--- src/rtl/spi_stat_pkg.sv ---
// Shared widths and status bit positions for the SPI status unit.
// Assumes: positions are fixed because software decodes them.
package spi_stat_pkg;
    localparam int STAT_W   = 10;
    localparam int DMA_W    = 4;
    localparam int B_RXF    = 0;
    localparam int B_TDRE   = 1;
    localparam int B_MODF   = 2;
    localparam int B_OVR    = 3;
    localparam int B_DMA_LO = 4;
    localparam int B_SSRISE = 8;
    localparam int B_IDLE   = 9;
endpackage

--- src/rtl/stat_sticky_bit.sv ---
// One sticky flag: set by an event, cleared by a read strobe, set wins.
// Assumes: set and clr are single-cycle strobes in the clk domain.
module stat_sticky_bit (
    input  logic clk,
    input  logic rst_n,
    input  logic set,
    input  logic clr,
    output logic q
);
    // Hold the flag; a set in the clearing cycle keeps it high.
    always_ff @(posedge clk) begin
        if (!rst_n)   q <= 1'b0;
        else if (set) q <= 1'b1;
        else if (clr) q <= 1'b0;
    end
endmodule

--- src/rtl/stat_ss_sync.sv ---
// Synchronizes the slave-select pin and pulses on its rising edge.
// Assumes: the pin idles high, so the flops reset high (no false edge).
module stat_ss_sync #(
    parameter int STAGES = 2
) (
    input  logic clk,
    input  logic rst_n,
    input  logic pin,
    output logic rise
);
    logic [STAGES-1:0] sync_q;
    logic              last_q;

    // Shift the pin through the synchronizer and keep one history flop.
    always_ff @(posedge clk) begin
        if (!rst_n) begin
            sync_q <= '1;
            last_q <= 1'b1;
        end else begin
            sync_q <= {sync_q[STAGES-2:0], pin};
            last_q <= sync_q[STAGES-1];
        end
    end

    // Edge pulse from the synchronized level.
    assign rise = sync_q[STAGES-1] & ~last_q;
endmodule

--- src/rtl/stat_tx_track.sv ---
// Tracks enable state, transmit-empty and transmitter-idle with its delay.
// Assumes: strobes are single-cycle; shifter_busy is a level.
module stat_tx_track #(
    parameter int DLY_W = 8
) (
    input  logic             clk,
    input  logic             rst_n,
    input  logic             cmd_enable,
    input  logic             cmd_disable,
    input  logic             tx_wr,
    input  logic             tx_handoff,
    input  logic             shifter_busy,
    input  logic [DLY_W-1:0] xfer_dly,
    output logic             tdre,
    output logic             idle
);
    logic             en_q;
    logic [DLY_W-1:0] dly_cnt;

    // Enable state and transmit-empty; disable dominates, then enable.
    always_ff @(posedge clk) begin
        if (!rst_n) begin
            en_q <= 1'b0;
            tdre <= 1'b0;
        end else if (cmd_disable) begin
            en_q <= 1'b0;
            tdre <= 1'b0;
        end else if (cmd_enable) begin
            en_q <= 1'b1;
            tdre <= 1'b1;
        end else if (!en_q) begin
            tdre <= 1'b0;
        end else if (tx_handoff) begin
            tdre <= 1'b1;
        end else if (tx_wr) begin
            tdre <= 1'b0;
        end
    end

    // Delay counter: reloads while busy or on a write, then counts down.
    always_ff @(posedge clk) begin
        if (!rst_n)                     dly_cnt <= '0;
        else if (tx_wr || shifter_busy) dly_cnt <= xfer_dly;
        else if (dly_cnt != '0)         dly_cnt <= dly_cnt - 1'b1;
    end

    // Idle flag: cleared by a write, set once everything has drained.
    always_ff @(posedge clk) begin
        if (!rst_n)
            idle <= 1'b1;
        else if (tx_wr)
            idle <= 1'b0;
        else if (tdre && !shifter_busy && dly_cnt == '0)
            idle <= 1'b1;
    end
endmodule

--- src/rtl/stat_mask_reg.sv ---
// Interrupt mask with separate set and clear writes; clear wins.
// Assumes: data is only meaningful while its write strobe is high.
module stat_mask_reg #(
    parameter int W = 10
) (
    input  logic         clk,
    input  logic         rst_n,
    input  logic         set_wr,
    input  logic [W-1:0] set_data,
    input  logic         clr_wr,
    input  logic [W-1:0] clr_data,
    output logic [W-1:0] mask
);
    logic [W-1:0] set_v, clr_v;

    // Qualify the write data with their strobes.
    assign set_v = set_wr ? set_data : '0;
    assign clr_v = clr_wr ? clr_data : '0;

    // Apply the sets, then the clears.
    always_ff @(posedge clk) begin
        if (!rst_n) mask <= '0;
        else        mask <= (mask | set_v) & ~clr_v;
    end
endmodule

--- src/rtl/spi_stat_irq.sv ---
// Top of the SPI status unit: assembles the status word and the interrupt.
// Assumes: all strobes are synchronous to clk except ss_pin.
module spi_stat_irq
    import spi_stat_pkg::*;
#(
    parameter int DLY_W = 8
) (
    input  logic              clk,
    input  logic              rst_n,
    input  logic              rx_load,
    input  logic              tx_wr,
    input  logic              tx_handoff,
    input  logic              shifter_busy,
    input  logic              mode_fault,
    input  logic              ss_pin,
    input  logic [DMA_W-1:0]  dma_flags,
    input  logic [DLY_W-1:0]  xfer_dly,
    input  logic              rd_status,
    input  logic              rd_rxdata,
    input  logic              cmd_enable,
    input  logic              cmd_disable,
    input  logic              ier_wr,
    input  logic [STAT_W-1:0] ier_data,
    input  logic              idr_wr,
    input  logic [STAT_W-1:0] idr_data,
    output logic [STAT_W-1:0] status,
    output logic [STAT_W-1:0] mask,
    output logic              irq
);
    logic rxf, ovr, modf, ssrise, tdre, idle, ss_edge, ovr_evt;

    // An overrun is a load while an unread word is still held.
    assign ovr_evt = rx_load && rxf && !rd_rxdata;

    stat_sticky_bit u_rxf  (.clk(clk), .rst_n(rst_n), .set(rx_load),
                            .clr(rd_rxdata), .q(rxf));
    stat_sticky_bit u_ovr  (.clk(clk), .rst_n(rst_n), .set(ovr_evt),
                            .clr(rd_status), .q(ovr));
    stat_sticky_bit u_modf (.clk(clk), .rst_n(rst_n), .set(mode_fault),
                            .clr(rd_status), .q(modf));
    stat_sticky_bit u_ssr  (.clk(clk), .rst_n(rst_n), .set(ss_edge),
                            .clr(rd_status), .q(ssrise));

    stat_ss_sync #(.STAGES(2)) u_sync (
        .clk(clk), .rst_n(rst_n), .pin(ss_pin), .rise(ss_edge));

    stat_tx_track #(.DLY_W(DLY_W)) u_tx (
        .clk(clk), .rst_n(rst_n), .cmd_enable(cmd_enable),
        .cmd_disable(cmd_disable), .tx_wr(tx_wr), .tx_handoff(tx_handoff),
        .shifter_busy(shifter_busy), .xfer_dly(xfer_dly),
        .tdre(tdre), .idle(idle));

    stat_mask_reg #(.W(STAT_W)) u_mask (
        .clk(clk), .rst_n(rst_n), .set_wr(ier_wr), .set_data(ier_data),
        .clr_wr(idr_wr), .clr_data(idr_data), .mask(mask));

    // Place each flag at its fixed position in the status word.
    always_comb begin
        status                         = '0;
        status[B_RXF]                  = rxf;
        status[B_TDRE]                 = tdre;
        status[B_MODF]                 = modf;
        status[B_OVR]                  = ovr;
        status[B_DMA_LO +: DMA_W]      = dma_flags;
        status[B_SSRISE]               = ssrise;
        status[B_IDLE]                 = idle;
    end

    // Interrupt: any enabled flag that is set.
    assign irq = |(status & mask);
endmodule

--- config.mk ---
export PLATFORM = sky130hd
export DESIGN_NAME = spi_stat_irq
export DESIGN_NICKNAME = d
export VERILOG_FILES = /design/src/rtl/spi_stat_pkg.sv /design/src/rtl/stat_sticky_bit.sv /design/src/rtl/stat_ss_sync.sv /design/src/rtl/stat_tx_track.sv /design/src/rtl/stat_mask_reg.sv /design/src/rtl/spi_stat_irq.sv
export SDC_FILE = /design/constraint.sdc
export NUM_CORES = 1
export LEC_CHECK = 0
export CAP_MARGIN = 5
export CORE_UTILIZATION = 40
export DETAILED_ROUTE_END_ITERATION = 8
export PLACE_DENSITY_LB_ADDON = 0.12
export SYNTH_ARGS = -nofsm -noshare
export SYNTH_HDL_FRONTEND = slang
export SYNTH_HIERARCHICAL = 1
export SYNTH_SLANG_ARGS = --single-unit
--- constraint.sdc ---
create_clock -name clk -period 2.2 [get_ports clk]
set_input_delay 0.44 -clock clk [delete_from_list [all_inputs] [get_ports clk]]
set_output_delay 0.44 -clock clk [all_outputs]
set_load 0.02 [all_outputs]
==> results.txt <==
Setup slack at placement = -0.216 ns
Total of flip-flops plus latches after synthesis = 28
Required time of the worst setup path = 1.76 ns
Max Slew Vio Count = 0
Upper clock frequency limit = 492 MHz
Number of vias in the routed layout = 1,161
Die H = 60.7 microns
Maximum resistive drop on vdd = 0.277 mV
RSZ-0062 raised after global routing = no
Most common cell in the netlist = dfxtp_1
Delay of the slowest cell on the worst path = 0.42 ns
Top Ports = 67
Port Buffer Count = 66
Worst setup slack after layout = 0.166 ns
Synthesis Warnings = 6
Largest net degree at the start of global routing = 16
Cells taking the most area after synthesis = dfxtp_1, a211oi_2, a21oi_2
Largest fanout on the critical path = 2
Signed area change from the synthesized netlist to the final layout = 48.1%
Number of nets in the synthesized netlist = 181
Final worst path period need = 2.03 ns
Worst hold path class = reg2reg
Pin slew with the least headroom to its limit = 0.594 ns
Final design instance area without fill = 2040 sq um
Longest Clk Path Bufs = 2
Class of the most critical setup path = in2out
Initial antenna violation count = 0
Cell row count = 20
Type of element capturing the critical path = primary output
Cell area after synthesis = 1380 sq um
Clock tree from TritonCTS = yes
Worst hold margin = 0.436 ns
Library cell contributing the largest single delay on the critical path = clkdlybuf4s50_1
Antenna cells = 0
Post-synth top flop = dfxtp_1
Starting Density = 43.8%
Distinct cell type count of the synthesized netlist = 39
Number of hold violations in the final report = 0
Floorplan die width = 60.7 microns
Count of hold buffers inserted by post-cts repair = 0
Relative slew margins = 60.3%
Buffers plus inverters on the worst setup path = 2
Proportion of synthesized flip-flops having asynchronous set or reset = 0%
Vias/cell = 4.92
Most frequent cells after synthesis = dfxtp_1, a211oi_2, a21oi_2, buf_4, nand2_1
Detailed Routing Iterations Pass 1 = 4
Routed WL = 3.08 mm
Routability-driven placement congestion ratio = 0.788
Run status = completed
Utilization after layout = 64.8%
Seq/Total Area, Yosys = 40.6%
Gate count of the mapped netlist = 134
Critical Path AT = 1.59 ns
Std-Cell Core Area = 3150 sq um
Delay-heaviest family, CP = buffers and inverters
Fraction of final layout cells with drive strength greater than 1 = 18.8%
Final critical-path share of the clock period = 92.5%
Max Clock Skew = 0.00777 ns
Finish-stage setup viols = 0
Number of routed nets with antenna violations = 0
Power consumption = 1.12 mW
Leakage power total = 0.737 nW
Routed WL per cell = 13.1 microns
CTS H-tree depth = 1
Total global-route track usage = 17.6%
Library cell occupying the most area in the post-synthesis netlist = dfxtp_1
Max_cap viols = 0
Critical path cell sequence = clkdlybuf4s50_1, a22o_1, a221oi_2, nand4_1, clkbuf_2
Starting DRC count in detailed routing = 20
Post-synth EDFFs = 0
Total half-perimeter wirelength after legalization and detailed placement = 2.43 mm
P per Cell Area = 546 nW/um^2
Congestion Overflow GR = 0
Element type at the critical path start = input pin
Yosys top cell area share = 40.6%
Number of global-route vias before repair = 1,093
Number of buffers inserted to repair setup after CTS = 0
Final Net Count = 240
First-pass GRT wire length = 4.77 mm
Clock insertion delay at the later pin of the skew report = 0.32 ns
CTS clk-pin slew, worst paths = 0.15 ns
Number of sinks on the clock net = 28
Die Outline Area = 3690 sq um
Mean instance size in the synthesized netlist = 10.3 sq um
Drt drc = 0
CTS root buf = clkbuf_4
Number of buffers created by CTS = 3
Post-Place Cell Area = 2010 sq um
-- flip-flops by register name, indices dropped and copies added, names as in the netlist --
name,flops
u_mask/mask,10
u_tx/dly_cnt,8
u_sync/sync_q,2
u_modf/q,1
u_ovr/q,1
u_rxf/q,1
u_ssr/q,1
u_sync/last_q,1
u_tx/en_q,1
u_tx/idle,1
u_tx/tdre,1
-- layer usage --
metal	vias to the layer above	part of all wire (%)	GRT usage [%]
met5	-	0	0
met4	0	1.1	5.84
met3	4	5.5	3.20
met2	38	51	31.9
met1	525	43	21.0
li1	594	-	-
-- power breakdown --
| group | internal (mW) | switching [mW] | leakage (nW) |
|---|---|---|---|
| clock | 0.101 | 0.147 | 0.0210 |
| sequential | 0.538 | 0.0276 | 0.231 |
| combinational | 0.170 | 0.132 | 0.484 |
| total | 0.810 | 0.306 | 0.737 |
-- cells in the final DEF, fill, tap and decap left out, types with 3 or more instances in the layout --
master           instances
a211oi_2                10
o21ai_0                  4
a31oi_1                  3
nor2_1                   6
clkdlybuf4s50_1         65
o21ai_1                  3
o21a_1                   4
clkbuf_4                 3
nand2_1                  7
nor3_1                   3
nand2b_1                 4
a21oi_2                 10
inv_1                    4
dfxtp_1                 28
nor2b_4                  5
a22oi_1                  3
-- worst register-to-register path, delay by kind of cell, from the launching register on --
family                     cells  cell delay [ns]
AOI/OAI and AO/OA              1             0.15
and+or+nand+nor                2             0.70
DFF                            1             0.35
muxes                          1             0.33
buffers and inverters          1             0.09
adders and majority gates      1             0.20
-- cell type report --
cell class | instances | area (sq um)
flip-flops and latches | 28 | 561
multi-input cells | 87 | 702
inverters | 5 | 18.8
clock buffers | 4 | 36.3
fillers | 269 | 1110
well taps | 44 | 55.1
repair buffers | 68 | 671
-- cells by family after synthesis --
group | synth area share [%]
adders and majority gates | 0.906
muxes | 0.816
xor gates and xnor gates | 1.90
AOI/OAI and AO/OA | 29.6
buffers and inverters | 8.52
and+or+nand+nor | 17.7
DFF | 40.6
-- final timing paths --
| check | startpoint | slack (ns) | cells past startpoint | end |
|---|---|---|---|---|
| worst max-delay path | dma_flags[3] | 0.17 | 5 | irq |
| worst min-delay path | u_sync/sync_q[0]$_SDFF_PN1_ | 0.44 | 1 | u_sync/sync_q[1]$_SDFF_PN1_ |
| worst max register to register | u_tx/dly_cnt[0]$_SDFFE_PN0P_ | 0.32 | 6 | u_tx/dly_cnt[1]$_SDFFE_PN0P_ |
| worst min register to register | u_sync/sync_q[0]$_SDFF_PN1_ | 0.44 | 1 | u_sync/sync_q[1]$_SDFF_PN1_ |
-- metrics by stage --
stage,TNS [ns],instances
global route,0,236
global placement,-0.205,232
floorplan,0,134
CTS,0,236
detailed placement,-0.216,232
finish,0,236
-- repair_timing --
action                     in CTS  in global routing
resized for setup               1                  2
setup endpoints to repair       1                  1
cloned                          0                  0
Note: power is estimated with default switching activity, not from simulation.
